[config.mk]
export PLATFORM = sky130hd
export DESIGN_NAME = hv_startup_seq
export DESIGN_NICKNAME = d
export VERILOG_FILES = /design/src/rtl/hv_startup_seq.sv
export SDC_FILE = /design/constraint.sdc
export NUM_CORES = 1
export LEC_CHECK = 0
export BUFFER_PORTS_ARGS = -buffer_cell sky130_fd_sc_hd__buf_2
export CAP_MARGIN = 20
export CORE_UTILIZATION = 25
export CTS_CLUSTER_DIAMETER = 80
export DETAILED_ROUTE_END_ITERATION = 10
export PLACE_DENSITY = 0.41
export SETUP_SLACK_MARGIN = 0.05
export SLEW_MARGIN = 20
export SYNTH_ARGS = -nofsm -noshare
export SYNTH_HDL_FRONTEND = slang
export SYNTH_SLANG_ARGS = --single-unit
[constraint.sdc]
create_clock -name clk -period 2 [get_ports clk]
set_input_delay 0.2 -clock clk [delete_from_list [all_inputs] [get_ports clk]]
set_output_delay 0.2 -clock clk [all_outputs]
set_load 0.02 [all_outputs]
[src/rtl/hv_startup_seq.sv]
module hv_startup_seq #(
  parameter int BRIN_CYCLES  = 5000,
  parameter int BROUT_CYCLES = 2500000
) (
  input  logic       clk,
  input  logic       rst_n,
  input  logic       sup_above_3v,
  input  logic       sup_at_start,
  input  logic       sup_at_maint,
  input  logic       sup_below_uvlo,
  input  logic       line_above_bi,
  input  logic       line_below_bo,
  input  logic       fault_req,
  input  logic       burst_on,
  output logic [1:0] chg_sel,
  output logic       run_en
);
  localparam int BIW = $clog2(BRIN_CYCLES + 1);
  localparam int BOW = $clog2(BROUT_CYCLES + 1);
  localparam logic [BIW-1:0] BI_LAST = BIW'(BRIN_CYCLES - 1);
  localparam logic [BOW-1:0] BO_LAST = BOW'(BROUT_CYCLES - 1);
  localparam logic [1:0] CS_OFF = 2'b00, CS_LOW = 2'b01, CS_HIGH = 2'b10, CS_FLT = 2'b11;

  typedef enum logic [1:0] {ST_CHG, ST_RUN, ST_HALT} st_t;
  st_t st, st_nx;

  logic [BIW-1:0] bi_cnt;
  logic [BOW-1:0] bo_cnt;
  logic bi_ok, flt_hist;

  wire bi_fire = line_above_bi && (bi_cnt == BI_LAST);
  wire bo_fire = line_below_bo && (bo_cnt == BO_LAST);

  always_ff @(posedge clk or negedge rst_n) begin
    if (!rst_n) begin
      bi_cnt <= '0;
      bo_cnt <= '0;
      bi_ok  <= 1'b0;
    end else begin
      if (!line_above_bi) bi_cnt <= '0;
      else if (bi_cnt != BI_LAST) bi_cnt <= bi_cnt + 1'b1;
      if (!line_below_bo) bo_cnt <= '0;
      else if (bo_cnt != BO_LAST) bo_cnt <= bo_cnt + 1'b1;
      if (bo_fire) bi_ok <= 1'b0;
      else if (bi_fire) bi_ok <= 1'b1;
    end
  end

  always_comb begin
    st_nx = st;
    case (st)
      ST_CHG:  if (fault_req) st_nx = ST_HALT;
               else if (sup_at_start && bi_ok) st_nx = ST_RUN;
      ST_RUN:  if (fault_req) st_nx = ST_HALT;
               else if (sup_below_uvlo || bo_fire) st_nx = ST_CHG;
      ST_HALT: if (sup_below_uvlo) st_nx = ST_CHG;
      default: st_nx = ST_CHG;
    endcase
  end

  always_ff @(posedge clk or negedge rst_n) begin
    if (!rst_n) begin
      st       <= ST_CHG;
      flt_hist <= 1'b0;
    end else begin
      st <= st_nx;
      if (st == ST_HALT && st_nx == ST_CHG) flt_hist <= 1'b1;
      else if (st == ST_CHG && st_nx == ST_RUN) flt_hist <= 1'b0;
    end
  end

  assign run_en = (st == ST_RUN);

  always_comb begin
    chg_sel = CS_OFF;
    case (st)
      ST_CHG:  if (!sup_at_start)
                 chg_sel = flt_hist ? CS_FLT : (sup_above_3v ? CS_HIGH : CS_LOW);
      ST_RUN:  if (burst_on && sup_at_maint) chg_sel = CS_HIGH;
      default: chg_sel = CS_OFF;
    endcase
  end

  assert_start_needed_R5: assert property (@(posedge clk) disable iff (!rst_n)
    $rose(run_en) |-> $past(sup_at_start));
  assert_no_charge_at_start_R4: assert property (@(posedge clk) disable iff (!rst_n)
    (!run_en && sup_at_start) |-> (chg_sel == CS_OFF));
  assert_fault_cur_idle_R9: assert property (@(posedge clk) disable iff (!rst_n)
    (chg_sel == CS_FLT) |-> !run_en);
  assert_fault_stops_R8: assert property (@(posedge clk) disable iff (!rst_n)
    fault_req |=> !run_en);
  assert_brownout_drop_R7: assert property (@(posedge clk) disable iff (!rst_n)
    (run_en && line_below_bo && bo_cnt == BO_LAST) |=> !run_en);
  assert_uvlo_drop_R11: assert property (@(posedge clk) disable iff (!rst_n)
    (run_en && sup_below_uvlo) |=> (!run_en && chg_sel != CS_FLT));
  assert_low_first_R2: assert property (@(posedge clk) disable iff (!rst_n)
    (!run_en && !sup_above_3v && chg_sel != CS_OFF) |-> (chg_sel != CS_HIGH));
endmodule

==> results.md <==
- Number of placed I/O pins: 13
- Largest net degree at the start of global routing: 40
- Net count, final: 258
- Max-slew headroom: 65.7%
- Final count of pins violating max slew: 0
- Cell Count, Final, Fillers Out: 349
- Primary flip-flop cell chosen by synthesis mapping: sky130_fd_sc_hd__dfrtp_1
- Core ar.: 7810 um2
- Fin Hold WS: 169 ps
- Library cell occupying the most area in the post-synthesis netlist: sky130_fd_sc_hd__dfrtp_1
- Crit path largest cell delay: 600 ps
- Detailed Route WL: 4.45 mm
- Final Hold Violating Endpoints: 0
- Leakage: 1.02 nW
- Min Clock Period, post-route: 1830 ps
- Final setup violation count: 0
- Die boundary height: 92.5 um
- Net count after synthesis: 226
- Number of buffers inserted during clock tree synthesis: 5
- Most common library cell in the layout ignoring fill and taps: sky130_fd_sc_hd__dfrtp_1
- Run status: completed
- Kind of end point of the critical path: register
- Chain of cells forming the critical path: buf_4 -> nand4_1 -> or4_4 -> or3_1 -> a21oi_2
- Register-to-register path setup slack: 170 ps
- Post-detailed-placement half-perimeter wirelength: 3.20 mm
- Fraction of synthesis flops using an asynchronous set or reset pin: 100%
- Mean instance size in the synthesized netlist: 9.57 um2
- Yosys reg bits: 39
- Clock tree root buffer cell: sky130_fd_sc_hd__clkbuf_8
- Antenna Nets Post-Route: 0
- Gr busiest metal: met2
- Setup repair after global routing missed its margin: false
- Total Die Area: 8560 um2
- CP required: 2220 ps
- Final RePlAce weighted congestion: 0.740
- DR iter-0 viols: 61
- Post-Place Setup Slack: -14.4 ps
- Area overhead of the layout relative to synthesis: 20.3%
- Antenna violations before repair: 0
- Tightest Hold Check Type: input pin to register
- Top library cells by usage in the layout, fill and taps aside: sky130_fd_sc_hd__dfrtp_1, sky130_fd_sc_hd__nor2_1, sky130_fd_sc_hd__nand2_1
- Post-layout instance area: 2460 um2
- Overall die width: 92.5 um
- M3 GR Usage: 2.96%
- Switching pwr: 0.000364 W
- Count of TritonRoute iterations in the first routing pass: 4
- Max-capacitance violation count: 0
- Part of the total power dissipated in the clock network: 36.2%
- Critical setup path kind: register to register
- Synthesized instance count: 214
- Standard cell with the maximum stage delay on the critical path: sky130_fd_sc_hd__or4_4
- Final critical-path setup slack: 169 ps
- Number of different library cells in the post-synthesis netlist: 41
- Total via count in the routed design: 1,652
- Fraction of layout instances using a drive strength above 1: 20.2%
- Buffer levels on the longest clock path: 2
- Crit path DAT: 2050 ps
- Portion of synthesized cell area occupied by the leading cell type: 47.6%
- Least-Margin Pin Slew: 514 ps
- Starting density of the core: 26.2%
- CTS H-Tree Depth: 2
- Setup Buffers After CTS: 0
- Later-pin clock latency in the skew report: 290 ps
- Global routing usage summed across all routing layers: 12.0%
- Main area contributors after synthesis: sky130_fd_sc_hd__dfrtp_1, sky130_fd_sc_hd__xnor2_1, sky130_fd_sc_hd__nor2_1
- Row count: 32
- Placed cell areas: 2350 um2
- Total congestion overflow: 0
- Highest attainable clock frequency: 0.546 GHz
- First-pass GRT wire length: 8.03 mm
- Crit path launch type: register
- Comb pwr share: 7.1%
- Maximum vdd ir drop: 0.252 mV
- Via count of the first global-routing pass: 1,626
- Proportion of power drawn by flip-flops and latches: 56.7%
- Number of antenna diodes: 0
- Cell-internal power: 0.00108 W
- CTS tree: yes
- Count of input and output buffers: 12
- Clock Pin Slew Worst Setup and Hold Paths: 80 ps
- Yosys Warn Count: 0
- Met2 routing resource usage after global routing: 17.3%
- Routed vias/inst: 4.73
- Final period util: 91.5%
- Netlist area before placement: 2050 um2
- Net switching fraction of the power: 25.1%
- Maximum fanout along the worst path: 5
- Count of flip-flops with a built-in enable after synthesis: 0
- Power density over the cells: 588 nW/um2
- Sequential cell area fraction in the yosys report: 47.6%
- Instance count after placement with tap cells included: 340
- Final Skew: 5.77 ps
- Average detailed-routed wire length per instance: 12.7 um
- Clk sinks: 39
- Residual DRC count: 0
- Met1 Use GR: 17.3%
-- sequential cells by signal, indices dropped and copies added, names as in the netlist --
register,flops
st,2
bi_ok,1
bo_cnt,22
bi_cnt,13
flt_hist,1
-- power by group through the flow --
stage / Sequential, W / Combinational [W] / Clock (W)
4_1_cts: 0.000821 / 0.000105 / 0.000555
3_5_place_dp: 0.000837 / 0.000104 / 0
5_1_grt: 0.000824 / 0.000120 / 0.000581
3_3_place_gp: 0.000838 / 0.000104 / 0
2_1_floorplan: 0.000835 / 0.0000488 / 0
6_report: 0.000821 / 0.000102 / 0.000524
-- routing by layer --
| metal | vias to the layer above | share of wire [%] | wire, um |
|---|---|---|---|
| li1 | 842 | - | - |
| met1 | 778 | 55 | 2430 |
| met2 | 28 | 41 | 1810 |
| met3 | 4 | 3.4 | 150 |
| met4 | 0 | 1.2 | 52 |
| met5 | - | 0 | 0 |
-- worst paths after layout --
check / from / to / depth (start not counted)
max reg2reg: bo_cnt[12]$_DFFE_PN0N_ / bo_cnt[19]$_DFFE_PN0N_ / 5
max: bo_cnt[12]$_DFFE_PN0N_ / bo_cnt[19]$_DFFE_PN0N_ / 5
min reg2reg: bo_cnt[21]$_DFFE_PN0N_ / bo_cnt[21]$_DFFE_PN0N_ / 2
min in group asynchronous: rst_n / bi_cnt[6]$_DFFE_PN0N_ / 3
min: fault_req / st[1]$_DFF_PN0_ / 2
max in group asynchronous: rst_n / bo_cnt[5]$_DFFE_PN0N_ / 3
-- layout make-up --
cell class / instances / area, um2
fillers: 807 / 5340
multi-input cells: 161 / 1040
flip-flops and latches: 39 / 976
repair buffers: 31 / 209
well taps: 102 / 128
clock buffers: 5 / 68.8
inverters: 8 / 30.0
clock inverters: 3 / 15.0
-- worst max-delay path, delay by kind of cell, from the launching register on --
kind	cells	cell delay, ps
AND/OR/NAND/NOR	3	1130
buffers and inverters	1	130
AO/OA/AOI/OAI	1	140
flip-flops	1	360
-- metrics by stage --
stage / total power (W) / util [%] / setup TNS [ps]
2_1_floorplan: 0.000884 / - / 0
3_3_place_gp: 0.000942 / 30.0 / -86.8
3_5_place_dp: 0.000941 / 30.0 / -16.7
4_1_cts: 0.00148 / 31.4 / 0
5_1_grt: 0.00152 / 31.6 / 0
6_report: 0.00145 / 31.6 / 0
-- synthesized netlist by cell type (2+ instances only) --
master	instances
sky130_fd_sc_hd__nor4_1	6
sky130_fd_sc_hd__nand2_1	18
sky130_fd_sc_hd__a21oi_1	10
sky130_fd_sc_hd__a21boi_0	4
sky130_fd_sc_hd__xnor2_1	10
sky130_fd_sc_hd__or4_1	5
sky130_fd_sc_hd__mux2i_1	4
sky130_fd_sc_hd__nand4_1	8
sky130_fd_sc_hd__and4_2	2
sky130_fd_sc_hd__and2_1	8
sky130_fd_sc_hd__nor3_1	7
sky130_fd_sc_hd__xor2_1	6
sky130_fd_sc_hd__a31oi_1	4
sky130_fd_sc_hd__o21ai_0	8
sky130_fd_sc_hd__or3_1	10
sky130_fd_sc_hd__nor2_1	19
sky130_fd_sc_hd__clkbuf_1	3
sky130_fd_sc_hd__inv_1	7
sky130_fd_sc_hd__nand2b_1	2
sky130_fd_sc_hd__dfrtp_1	39
sky130_fd_sc_hd__ha_1	2
sky130_fd_sc_hd__o31ai_1	3
sky130_fd_sc_hd__nand3_1	10
sky130_fd_sc_hd__a211oi_1	2
-- cells by family (layout without fill, tap and decap cells) --
logic type | Yosys count | after routing | share of synthesized area (%)
xor gates and xnor gates | 16 | 16 | 6.84
buffers and inverters | 14 | 47 | 2.69
and+or+nand+nor | 103 | 103 | 28.3
adders and majority gates | 2 | 2 | 1.22
AOI/OAI and AO/OA | 35 | 35 | 10.8
DFF | 39 | 39 | 47.6
muxes | 5 | 5 | 2.50
-- timing repair --
item / 4_1_cts / 5_1_grt
hold buffers: 1 / 0
hold endpoints to repair: 39 / 0
gates resized for setup: 3 / 2
gates cloned: 0 / 0
endpoints found under the setup margin: 4 / 3
pin swaps: 2 / 2
(Power assumes the default switching activity.)
